<file path="config.mk">
export PLATFORM = sky130hd
export DESIGN_NAME = wset_share_buf
export DESIGN_NICKNAME = d
export VERILOG_FILES = /design/src/rtl/wsb_pkg.sv /design/src/rtl/wsb_prio_pick.sv /design/src/rtl/wsb_hit_match.sv /design/src/rtl/wset_share_buf.sv
export SDC_FILE = /design/constraint.sdc
export NUM_CORES = 1
export LEC_CHECK = 0
export BUFFER_PORTS_ARGS = -buffer_cell sky130_fd_sc_hd__buf_2
export CAP_MARGIN = 20
export CORE_MARGIN = 10
export CORE_UTILIZATION = 55
export CTS_CLUSTER_SIZE = 16
export DETAILED_ROUTE_END_ITERATION = 8
export PLACE_DENSITY = 0.93
export SYNTH_ARGS = -nofsm -noshare
export SYNTH_HDL_FRONTEND = slang
export SYNTH_SLANG_ARGS = --single-unit
</file>
<file path="constraint.sdc">
create_clock -name clk -period 16.6 [get_ports clk]
set_input_delay 0.83 -clock clk [delete_from_list [all_inputs] [get_ports clk]]
set_output_delay 0.83 -clock clk [all_outputs]
set_load 0.01 [all_outputs]
</file>
<file path="src/rtl/wsb_pkg.sv">
package wsb_pkg;

    localparam int unsigned WSB_DEF_COLS  = 4;
    localparam int unsigned WSB_DEF_REGS  = 2;
    localparam int unsigned WSB_DEF_IDX_W = 8;
    localparam int unsigned WSB_DEF_SET_W = 32;

    // bits needed to index n things (at least one)
    function automatic int unsigned wsb_sel_bits(input int unsigned n);
        return (n > 1) ? $clog2(n) : 1;
    endfunction

    // bits needed to hold the value n itself
    function automatic int unsigned wsb_cnt_bits(input int unsigned n);
        return (n > 0) ? $clog2(n + 1) : 1;
    endfunction

endpackage

</file>
<file path="src/rtl/wsb_prio_pick.sv">
module wsb_prio_pick #(
    parameter int unsigned N  = 4,
    parameter int unsigned PW = 2
) (
    input  logic [N-1:0]  cand,
    output logic          found,
    output logic [PW-1:0] pos
);

    // lowest set bit wins
    always_comb begin
        found = 1'b0;
        pos   = '0;
        for (int i = N - 1; i >= 0; i--) begin
            if (cand[i]) begin
                found = 1'b1;
                pos   = PW'(i);
            end
        end
    end

endmodule

</file>
<file path="src/rtl/wsb_hit_match.sv">
module wsb_hit_match #(
    parameter int unsigned NCOL  = 4,
    parameter int unsigned NREG  = 2,
    parameter int unsigned IDX_W = 8,
    parameter int unsigned REG_W = 1
) (
    input  logic [NCOL*IDX_W-1:0] col_idx,
    input  logic [NREG-1:0]       reg_vld,
    input  logic [NREG*IDX_W-1:0] reg_idx,
    output logic [NCOL-1:0]       hit,
    output logic [NCOL*REG_W-1:0] sel
);

    for (genvar c = 0; c < NCOL; c++) begin : g_col
        logic [NREG-1:0] eq;
        for (genvar r = 0; r < NREG; r++) begin : g_reg
            assign eq[r] = reg_vld[r] &&
                           (reg_idx[r*IDX_W +: IDX_W] == col_idx[c*IDX_W +: IDX_W]);
        end
        wsb_prio_pick #(.N(NREG), .PW(REG_W)) u_pick (
            .cand  (eq),
            .found (hit[c]),
            .pos   (sel[c*REG_W +: REG_W])
        );
    end

endmodule

</file>
<file path="src/rtl/wset_share_buf.sv">
module wset_share_buf
    import wsb_pkg::*;
#(
    parameter int unsigned NCOL  = WSB_DEF_COLS,
    parameter int unsigned NREG  = WSB_DEF_REGS,
    parameter int unsigned IDX_W = WSB_DEF_IDX_W,
    parameter int unsigned SET_W = WSB_DEF_SET_W
) (
    input  logic                  clk,
    input  logic                  rst_n,
    input  logic [NCOL-1:0]       col_req,
    input  logic [NCOL*IDX_W-1:0] col_idx,
    output logic [NCOL-1:0]       col_gnt,
    output logic [NCOL*SET_W-1:0] col_data,
    output logic                  mem_rd_en,
    output logic [IDX_W-1:0]      mem_rd_addr,
    input  logic [SET_W-1:0]      mem_rd_data
);

    localparam int unsigned REG_W = wsb_sel_bits(NREG);
    localparam int unsigned COL_W = wsb_sel_bits(NCOL);
    localparam int unsigned CNT_W = wsb_cnt_bits(NCOL);

    typedef struct packed {
        logic [NREG-1:0]                  vld;
        logic [NREG-1:0][IDX_W-1:0]       idx;
        logic [NREG-1:0][CNT_W-1:0]       cnt;
        logic [NREG-1:0][SET_W-1:0]       data;
    } bank_t;

    bank_t st_q, st_d;

    // buffer lookup
    logic [NCOL-1:0]       col_hit;
    logic [NCOL*REG_W-1:0] col_sel;
    logic [NREG*IDX_W-1:0] reg_idx_flat;

    assign reg_idx_flat = st_q.idx;

    wsb_hit_match #(
        .NCOL(NCOL), .NREG(NREG), .IDX_W(IDX_W), .REG_W(REG_W)
    ) u_match (
        .col_idx (col_idx),
        .reg_vld (st_q.vld),
        .reg_idx (reg_idx_flat),
        .hit     (col_hit),
        .sel     (col_sel)
    );

    // miss arbitration and free-register choice
    logic [NCOL-1:0]  miss_req;
    logic             win_vld;
    logic [COL_W-1:0] win_col;
    logic             free_vld;
    logic [REG_W-1:0] free_reg;

    assign miss_req = col_req & ~col_hit;

    wsb_prio_pick #(.N(NCOL), .PW(COL_W)) u_arb (
        .cand  (miss_req),
        .found (win_vld),
        .pos   (win_col)
    );

    wsb_prio_pick #(.N(NREG), .PW(REG_W)) u_free (
        .cand  (~st_q.vld),
        .found (free_vld),
        .pos   (free_reg)
    );

    logic [IDX_W-1:0] win_idx;
    logic             rd_go;
    logic [NCOL-1:0]  miss_gnt;
    logic [NCOL-1:0]  hit_gnt;
    logic [CNT_W-1:0] miss_n;

    always_comb begin
        win_idx = col_idx[win_col*IDX_W +: IDX_W];
        rd_go   = win_vld && free_vld;
        hit_gnt = col_req & col_hit;
        miss_n  = '0;
        for (int c = 0; c < NCOL; c++) begin
            miss_gnt[c] = rd_go && miss_req[c] &&
                          (col_idx[c*IDX_W +: IDX_W] == win_idx);
            if (miss_gnt[c]) begin
                miss_n = miss_n + CNT_W'(1);
            end
        end
    end

    // outputs
    always_comb begin
        col_gnt     = hit_gnt | miss_gnt;
        mem_rd_en   = rd_go;
        mem_rd_addr = rd_go ? win_idx : '0;
        col_data    = '0;
        for (int c = 0; c < NCOL; c++) begin
            if (hit_gnt[c]) begin
                col_data[c*SET_W +: SET_W] = st_q.data[col_sel[c*REG_W +: REG_W]];
            end else if (miss_gnt[c]) begin
                col_data[c*SET_W +: SET_W] = mem_rd_data;
            end
        end
    end

    // next state
    logic [NREG-1:0][CNT_W-1:0] dec;

    always_comb begin
        st_d = st_q;
        for (int r = 0; r < NREG; r++) begin
            dec[r] = '0;
            for (int c = 0; c < NCOL; c++) begin
                if (hit_gnt[c] && (col_sel[c*REG_W +: REG_W] == REG_W'(r))) begin
                    dec[r] = dec[r] + CNT_W'(1);
                end
            end
            if (st_q.vld[r]) begin
                st_d.cnt[r] = st_q.cnt[r] - dec[r];
                if (st_d.cnt[r] == '0) begin
                    st_d.vld[r] = 1'b0;
                end
            end
        end
        if (rd_go && (miss_n != CNT_W'(NCOL))) begin
            st_d.vld[free_reg]  = 1'b1;
            st_d.idx[free_reg]  = win_idx;
            st_d.cnt[free_reg]  = CNT_W'(NCOL) - miss_n;
            st_d.data[free_reg] = mem_rd_data;
        end
    end

    always_ff @(posedge clk or negedge rst_n) begin
        if (!rst_n) begin
            st_q <= '0;
        end else begin
            st_q <= st_d;
        end
    end


    rd_has_gnt_chk: assert property (@(posedge clk) disable iff (!rst_n)
        mem_rd_en |-> (col_gnt != '0));


    gnt_needs_req_chk: assert property (@(posedge clk) disable iff (!rst_n)
        (col_gnt & ~col_req) == '0);

    for (genvar r = 0; r < NREG; r++) begin : g_reg_chk

        no_overflow_chk: assert property (@(posedge clk) disable iff (!rst_n)
            st_q.vld[r] |-> (st_q.cnt[r] <= CNT_W'(NCOL)) && (st_q.cnt[r] != '0));


        held_stable_chk: assert property (@(posedge clk) disable iff (!rst_n)
            (st_q.vld[r] && $past(st_q.vld[r])) |->
                ($stable(st_q.idx[r]) && $stable(st_q.data[r])));


        cnt_down_chk: assert property (@(posedge clk) disable iff (!rst_n)
            (st_q.vld[r] && $past(st_q.vld[r])) |-> (st_q.cnt[r] <= $past(st_q.cnt[r])));

        for (genvar s = r + 1; s < NREG; s++) begin : g_pair

            no_dup_set_chk: assert property (@(posedge clk) disable iff (!rst_n)
                (st_q.vld[r] && st_q.vld[s]) |-> (st_q.idx[r] != st_q.idx[s]));
        end
    end

endmodule

</file>
==> results of run 1 <==
[cells in the final DEF (no fill, tap or decap), types with 3 or more instances in the layout]
cell	netlist	layout
buf_2	28	209
nand2_1	157	157
a22oi_1	97	97
dfrtp_1	88	88
xnor2_1	87	87
inv_1	70	70
mux2_2	66	66
o21ai_0	50	50
a222oi_1	33	33
nor2_1	32	29
a21oi_1	24	23
nand3_1	20	20
buf_4	0	16
ha_1	15	15
nand4_1	14	14
and2_1	12	12
and3_1	12	12
mux2i_1	10	10
clkbuf_16	0	9
or3_1	8	8
xor2_1	8	8
a2111oi_0	7	7
nor3_1	7	6
nand2b_1	5	5
o31ai_1	5	5
o31a_1	4	4
nor2_2	1	4
o311ai_1	4	4
or4_1	4	4
o311a_1	3	3
o2bb2a_1	3	3
inv_6	0	3
[path summary, 6_finish.rpt]
check,depth (start not counted),startpoint,end
worst max-delay path,18,col_idx[11],flip-flop
worst min-delay path,1,rst_n,asynchronous set/reset pin
worst max register to register,16,st_q[87],flip-flop
worst min register to register,1,flip-flop,flip-flop
max in group asynchronous,2,rst_n,st_q[87]
min in group clk,1,flip-flop,flip-flop
[layer usage]
metal	global-route usage, %	part of all wire, %	vias to the layer above
li1	-	-	3715
met1	36.3	38	3906
met2	44.3	45	699
met3	7.50	12	153
met4	12.1	4.4	0
met5	0	0	-
[final cells by class]
class | instances | area share (%)
clock inverter | 7 | 0.814
inverter | 71 | 2.89
tap | 180 | 2.44
sequential | 88 | 23.9
timing repair buffer | 227 | 13.2
clock buffer | 9 | 2.44
multi-input combinational | 712 | 54.3
[metrics by stage]
stage / cell area, um2 / power (mW) / hold WS [ns] / instances / setup slack, ns
after detailed placement: 8860 / 1.03 / 0.575 / 1276 / 9.51
after global routing: 9220 / 1.33 / 0.337 / 1294 / 9.43
final: 9220 / 1.26 / 0.332 / 1294 / 9.73
after floorplan: 7800 / 0.859 / 0.534 / 951 / 10.51
after global placement: 8860 / 1.00 / 0.564 / 1276 / 9.62
after CTS: 9160 / 1.24 / 0.589 / 1292 / 9.87
[cells by family after synthesis]
group | count (synthesis) | synth area share, %
xor+xnor | 95 | 10.7
buf+inv | 151 | 7.82
fa+ha+maj | 17 | 2.92
flops | 88 | 28.2
compound gates | 243 | 23.0
mux | 76 | 10.8
simple gates | 281 | 16.5
[power groups by stage]
stage	clock network (mW)	logic [mW]	registers [mW]
2_1_floorplan	0	0.447	0.412
3_3_place_gp	0	0.508	0.496
3_5_place_dp	0	0.524	0.506
4_1_cts	0.208	0.528	0.503
5_1_grt	0.217	0.583	0.527
6_report	0.207	0.532	0.516
[critical path, stage by stage]
cell and delay, ns:
buf_2 0.18, xnor2_1 0.15, nand4_1 0.24, o31ai_4 0.51, nor2_2 0.21, o311a_1 0.43
or4_1 0.42, a222oi_1 0.44, nand4b_1 0.91, xnor2_1 0.61, ha_1 0.30, a21oi_1 0.13
ha_1 0.17, ha_1 0.19, nor2_1 0.10, nand2_1 0.44, buf_4 0.42, mux2_2 0.39
==> out/results.ini, run 1 <==
[run_status]
run_status = completed

[synthesis]
ys_warn_count = 0
yosys_register_bits = 88
synth_common_cells = nand2_1 (157), a22oi_1 (97), dfrtp_1 (88)
synth_async_sr_flop_share_pct = 100
yosysMostFrequentCell = nand2_1
synth_cells = 951
synth_top_area_share_pct = 28.2
synth-edff-count = 0
postSynthAreaPerCell_um2 = 8.20
ys_types = 50
synth_top_area_cell = dfrtp_1
synth_area_um2 = 7800
dominantRegCellSynth = dfrtp_1
synth_area_leaders = dfrtp_1 (28%), xnor2_1 (9.8%), mux2_2 (9.5%)
ys_seq_area_share_pct = 28.2
synth_fp_nets = 1038

[finish]
drive_above_1_share_pct = 29.1
n_fill_cell = 1134
nets = 1196
num_antenna_cells = 0
multiInputGateArea_um2 = 5000
areaGrowthSynthToFinish_pct = 18.2
regArea_um2 = 2200
final_util_pct = 66.4

[routing]
drt-total-wl_um = 28900
vias_per_cell = 6.55
vias = 8473
drcViolationCount = 0
drt_iter0_drc = 1390
wire_per_inst_um = 22.4
ant_nets = 0
dr.pass1.iters = 9

[clocking]
cts_tree = yes
cts.sinks = 88
clock-root-buffer = clkbuf_16
post_cts.repair.setup_buffers = 0
cts_hold_buf = 0
clkTransAtPathRegs_ns = 0.07
insertion_delay_ns = 0.35
htreeDepth = 3
clock_path_buffers = 2
cts_made_buffers = 9
cts_resized = 0

[power]
vdd_ir_drop_max_v = 0.0000794
clkPwrFrac_pct = 16.5
swShare_pct = 43.9
p_int_mw = 0.705
total_leakage_power_nw = 4.62
power_frac_seq_pct = 41.1
power_frac_comb_pct = 42.4
power_density_nw_per_um2 = 136
netSwitchingPower_mw = 0.551

[worst_setup_path]
critPathCaptureType = flip-flop
path_max_fanout = 24
startpoint_type = input port
cp.required_ns = 16.82
crit_type = in2reg
rrSetupSlack_ns = 9.76
worst_ep_arrival_time_ns = 7.09

[timing]
finClkSkew_ns = 0.0117
hold_violations = 0
max_slew.worst_pin.slew_ns = 1.06
setup_viol = 0
final_max_slew_viol_count = 0
relSlewSlack_pct = 28.8
timing.fmax_mhz = 146
fin_crit_ns = 6.87
tns_ns = 0
post-route-period-util_pct = 41.4
rsz0062_at_grt = false

[min_path]
hold_path.class = in2async

[floorplan]
initial_core_util_pct = 56.2
design.die.area_um2 = 19300
core-area_um2 = 13900
dieHeight_um = 139
rows = 43
fp.dieW_um = 139
ios = 211

[global_route]
grt_use_total_pct = 28.4
grt_max_degree = 89
gr-total-overflow = 0
grt_antenna_before_repair = 0
grt_pass1_vias = 8525
grt_pass1_wl_um = 46100

[placement]
dp_hpwl_um = 20300
portBuffers = 210
gp_congestion = 1.09

[run]
maxCapViolations = 0

Note: power is estimated with default switching activity, not from simulation.
==> inputs of run 2 (changes only) <==
Settings changed: CORE_UTILIZATION 55 to 54, PLACE_DENSITY 0.93 to 0.92.
Clock period 16.6 ns to 7 ns, I/O delays scaled along.
==> run 2 against run 1 <==
The flow now finishes with violations (DRC). Setup slack got worse by 9.3 ns. Cell area rose by 0.64%. Via count fell by 2.0%. Critical path type is now reg2reg. Largest cell class unchanged.
==> out/results.ini, run 2 (synthesis results as in run 1) <==
[clocking]
post_cts.repair.setup_buffers = 0  ; unchanged
cts.sinks = 88  ; unchanged
cts_resized = 0  ; unchanged
insertion_delay_ns = 0.35  ; about the same
cts_tree = yes  ; unchanged
clock_path_buffers = 2  ; unchanged
clkTransAtPathRegs_ns = 0.07  ; about the same
cts_made_buffers = 9  ; unchanged
clock-root-buffer = clkbuf_16  ; unchanged
htreeDepth = 3  ; unchanged

[timing]
relSlewSlack_pct = 37.3  ; was 28.8%
fin_crit_ns = 6.54
timing.fmax_mhz = 153
setup_slack_ns = 0.464  ; was 9.73 ns
setup_viol = 0  ; unchanged
final_max_slew_viol_count = 0  ; unchanged
max_slew.worst_pin.slew_ns = 0.935  ; was 1.06 ns
rsz0062_at_grt = false  ; unchanged
finClkSkew_ns = 0.0140  ; was 0.0117 ns
post-route-period-util_pct = 93.4
hold_violations = 0  ; unchanged
hold_slack_ns = 0.298  ; was 0.332 ns
tns_ns = 0  ; unchanged

[worst_setup_path]
cpLargestDelayFamily = compound AO/OA/AOI/OAI gates  ; was simple AND/OR/NAND/NOR gates
critPathCaptureType = flip-flop  ; unchanged
crit_buf_inv = 3  ; was 2
cp_slowest_cell = nand2_1  ; was nand4b_1
crit_chain = xnor2_1 -> nand4_1 -> o31ai_1 -> or2_2 -> o21ai_0 -> a21oi_1 -> xor2_1 -> o2111ai_1 -> nor4_4 -> buf_4 -> inv_2 -> ha_1 -> o21ai_0 -> ha_1 -> a21oi_1 -> ha_1 -> ha_1 -> nor2_1 -> nand2_1 -> buf_12 -> mux2_2  ; was buf_2 -> xnor2_1 -> nand4_1 -> o31ai_4 -> nor2_2 -> o311a_1 -> or4_1 -> a222oi_1 -> nand4b_1 -> xnor2_1 -> ha_1 -> a21oi_1 -> ha_1 -> ha_1 -> nor2_1 -> nand2_1 -> buf_4 -> mux2_2
path_max_fanout = 34  ; was 24
worst_ep_arrival_time_ns = 6.77  ; was 7.09 ns
rr_worst_depth = 21  ; was 16
cp_num_cells = 21  ; was 18
cpMostUsedCell = ha_1  ; unchanged
rrSetupSlack_ns = 0.46  ; was 9.76 ns
crit_type = reg2reg  ; was in2reg
cp.required_ns = 7.23  ; was 16.82 ns
startpoint_type = flip-flop  ; was input port
cpPeakStageDelay_ns = 0.62  ; was 0.91 ns

[floorplan]
core-area_um2 = 14000  ; was 13900 um2
ios = 211  ; unchanged
design.die.area_um2 = 19600  ; was 19300 um2
rows = 43  ; unchanged
fp.dieW_um = 140  ; was 139 um
dieHeight_um = 140  ; was 139 um
initial_core_util_pct = 55.7  ; was 56.2%

[placement]
dp_hpwl_um = 19900  ; was 20300 um
portBuffers = 210  ; unchanged
pre_cts_slack_ns = 0.677  ; was 9.51 ns
post_dp_cell_area_um2 = 8930  ; was 8860 um2
place_inst = 1283  ; was 1276
gp_congestion = 1.05  ; was 1.09

[routing]
wire_per_inst_um = 21.7  ; was 22.4 um
drt-total-wl_um = 28200  ; was 28900 um
vias = 8300  ; was 8473
vias_per_cell = 6.38  ; was 6.55
drt_iter0_drc = 1472  ; was 1390
drcViolationCount = 1  ; was 0
ant_nets = 0  ; unchanged
dr.pass1.iters = 9  ; unchanged

[finish]
final_util_pct = 66.3  ; was 66.4%
num_antenna_cells = 0  ; unchanged
most-common-layout-cells = buf_2 (209), nand2_1 (157), a22oi_1 (97), dfrtp_1 (88), xnor2_1 (87)  ; unchanged
nets = 1203  ; was 1196
n_fill_cell = 1189  ; was 1134
areaGrowthSynthToFinish_pct = 19.0  ; was 18.2%
regArea_um2 = 2200  ; unchanged
final_area_um2 = 9280  ; was 9220 um2
final_common_cell = buf_2  ; unchanged
drive_above_1_share_pct = 29.4  ; was 29.1%
stdcell_count = 1301  ; was 1294
multiInputGateArea_um2 = 5000  ; unchanged

[global_route]
grt_pass1_vias = 8237  ; was 8525
grt_use_total_pct = 26.7  ; was 28.4%
gr-total-overflow = 0  ; unchanged
grt_pass1_wl_um = 43900  ; was 46100 um
grt_max_degree = 53  ; was 89
grt_antenna_before_repair = 0  ; unchanged

[power]
vdd_ir_drop_max_v = 0.000180  ; was 0.0000794 V
total_leakage_power_nw = 4.66  ; was 4.62 nW
power_density_nw_per_um2 = 323  ; was 136 nW/um2
power_mw = 2.99  ; was 1.26 mW

[run_status]
violations = DRC
run_status = finished, violations left  ; was completed

[run]
maxCapViolations = 0  ; unchanged

[min_path]
hold_path.class = in2reg  ; was in2async

run 2: worst min-delay path by stage:
| stage | startpoint | to | slack [ns] | cells after the start |
|---|---|---|---|---|
| 2_1_floorplan | rst_n | asynchronous set/reset pin | 0.05 | 0 |
| 3_3_place_gp | rst_n | asynchronous set/reset pin | 0.35 | 1 |
| 3_5_place_dp | rst_n | asynchronous set/reset pin | 0.35 | 1 |
| 4_1_cts | mem_rd_data[11] | flip-flop | 0.29 | 2 |
| 5_1_grt | mem_rd_data[31] | flip-flop | 0.30 | 2 |
| 6_report | mem_rd_data[11] | flip-flop | 0.30 | 2 |
run 2: area by class of cell:
cell class / count / share of cell area, %
clock buffers: 10 / 2.58
clock inverters: 6 / 0.782
inverters: 71 / 2.87
multi-input cells: 712 / 53.9
flip-flops and latches: 88 / 23.7
well taps: 180 / 2.43
repair buffers: 234 / 13.7
run 2: layer usage:
metal  global-route usage [%]  part of all wire [%]
met2                     42.5                    45
met4                     11.8                   4.6
met5                        0                     0
met1                     33.5                    39
met3                     6.52                    11
run 2: worst reg2reg max path, delay by kind of cell, from the launching register on:
family          cells  cell delay, ns
compound gates      6            1.92
xor+xnor            2            0.40
fa+ha+maj           4            0.81
buf+inv             3            0.79
flops               1            0.48
mux                 1            0.37
simple gates        5            1.66
run 2: what timing repair did:
item	CTS	global route
setup endpoints to repair	0	0
hold endpoints to repair	36	0
hold buffers	1	0
run 2: power breakdown:
part	switching, mW	internal (mW)	total (mW)
registers	0.411	0.774	1.19
clock network	0.212	0.291	0.504
logic	0.669	0.636	1.30
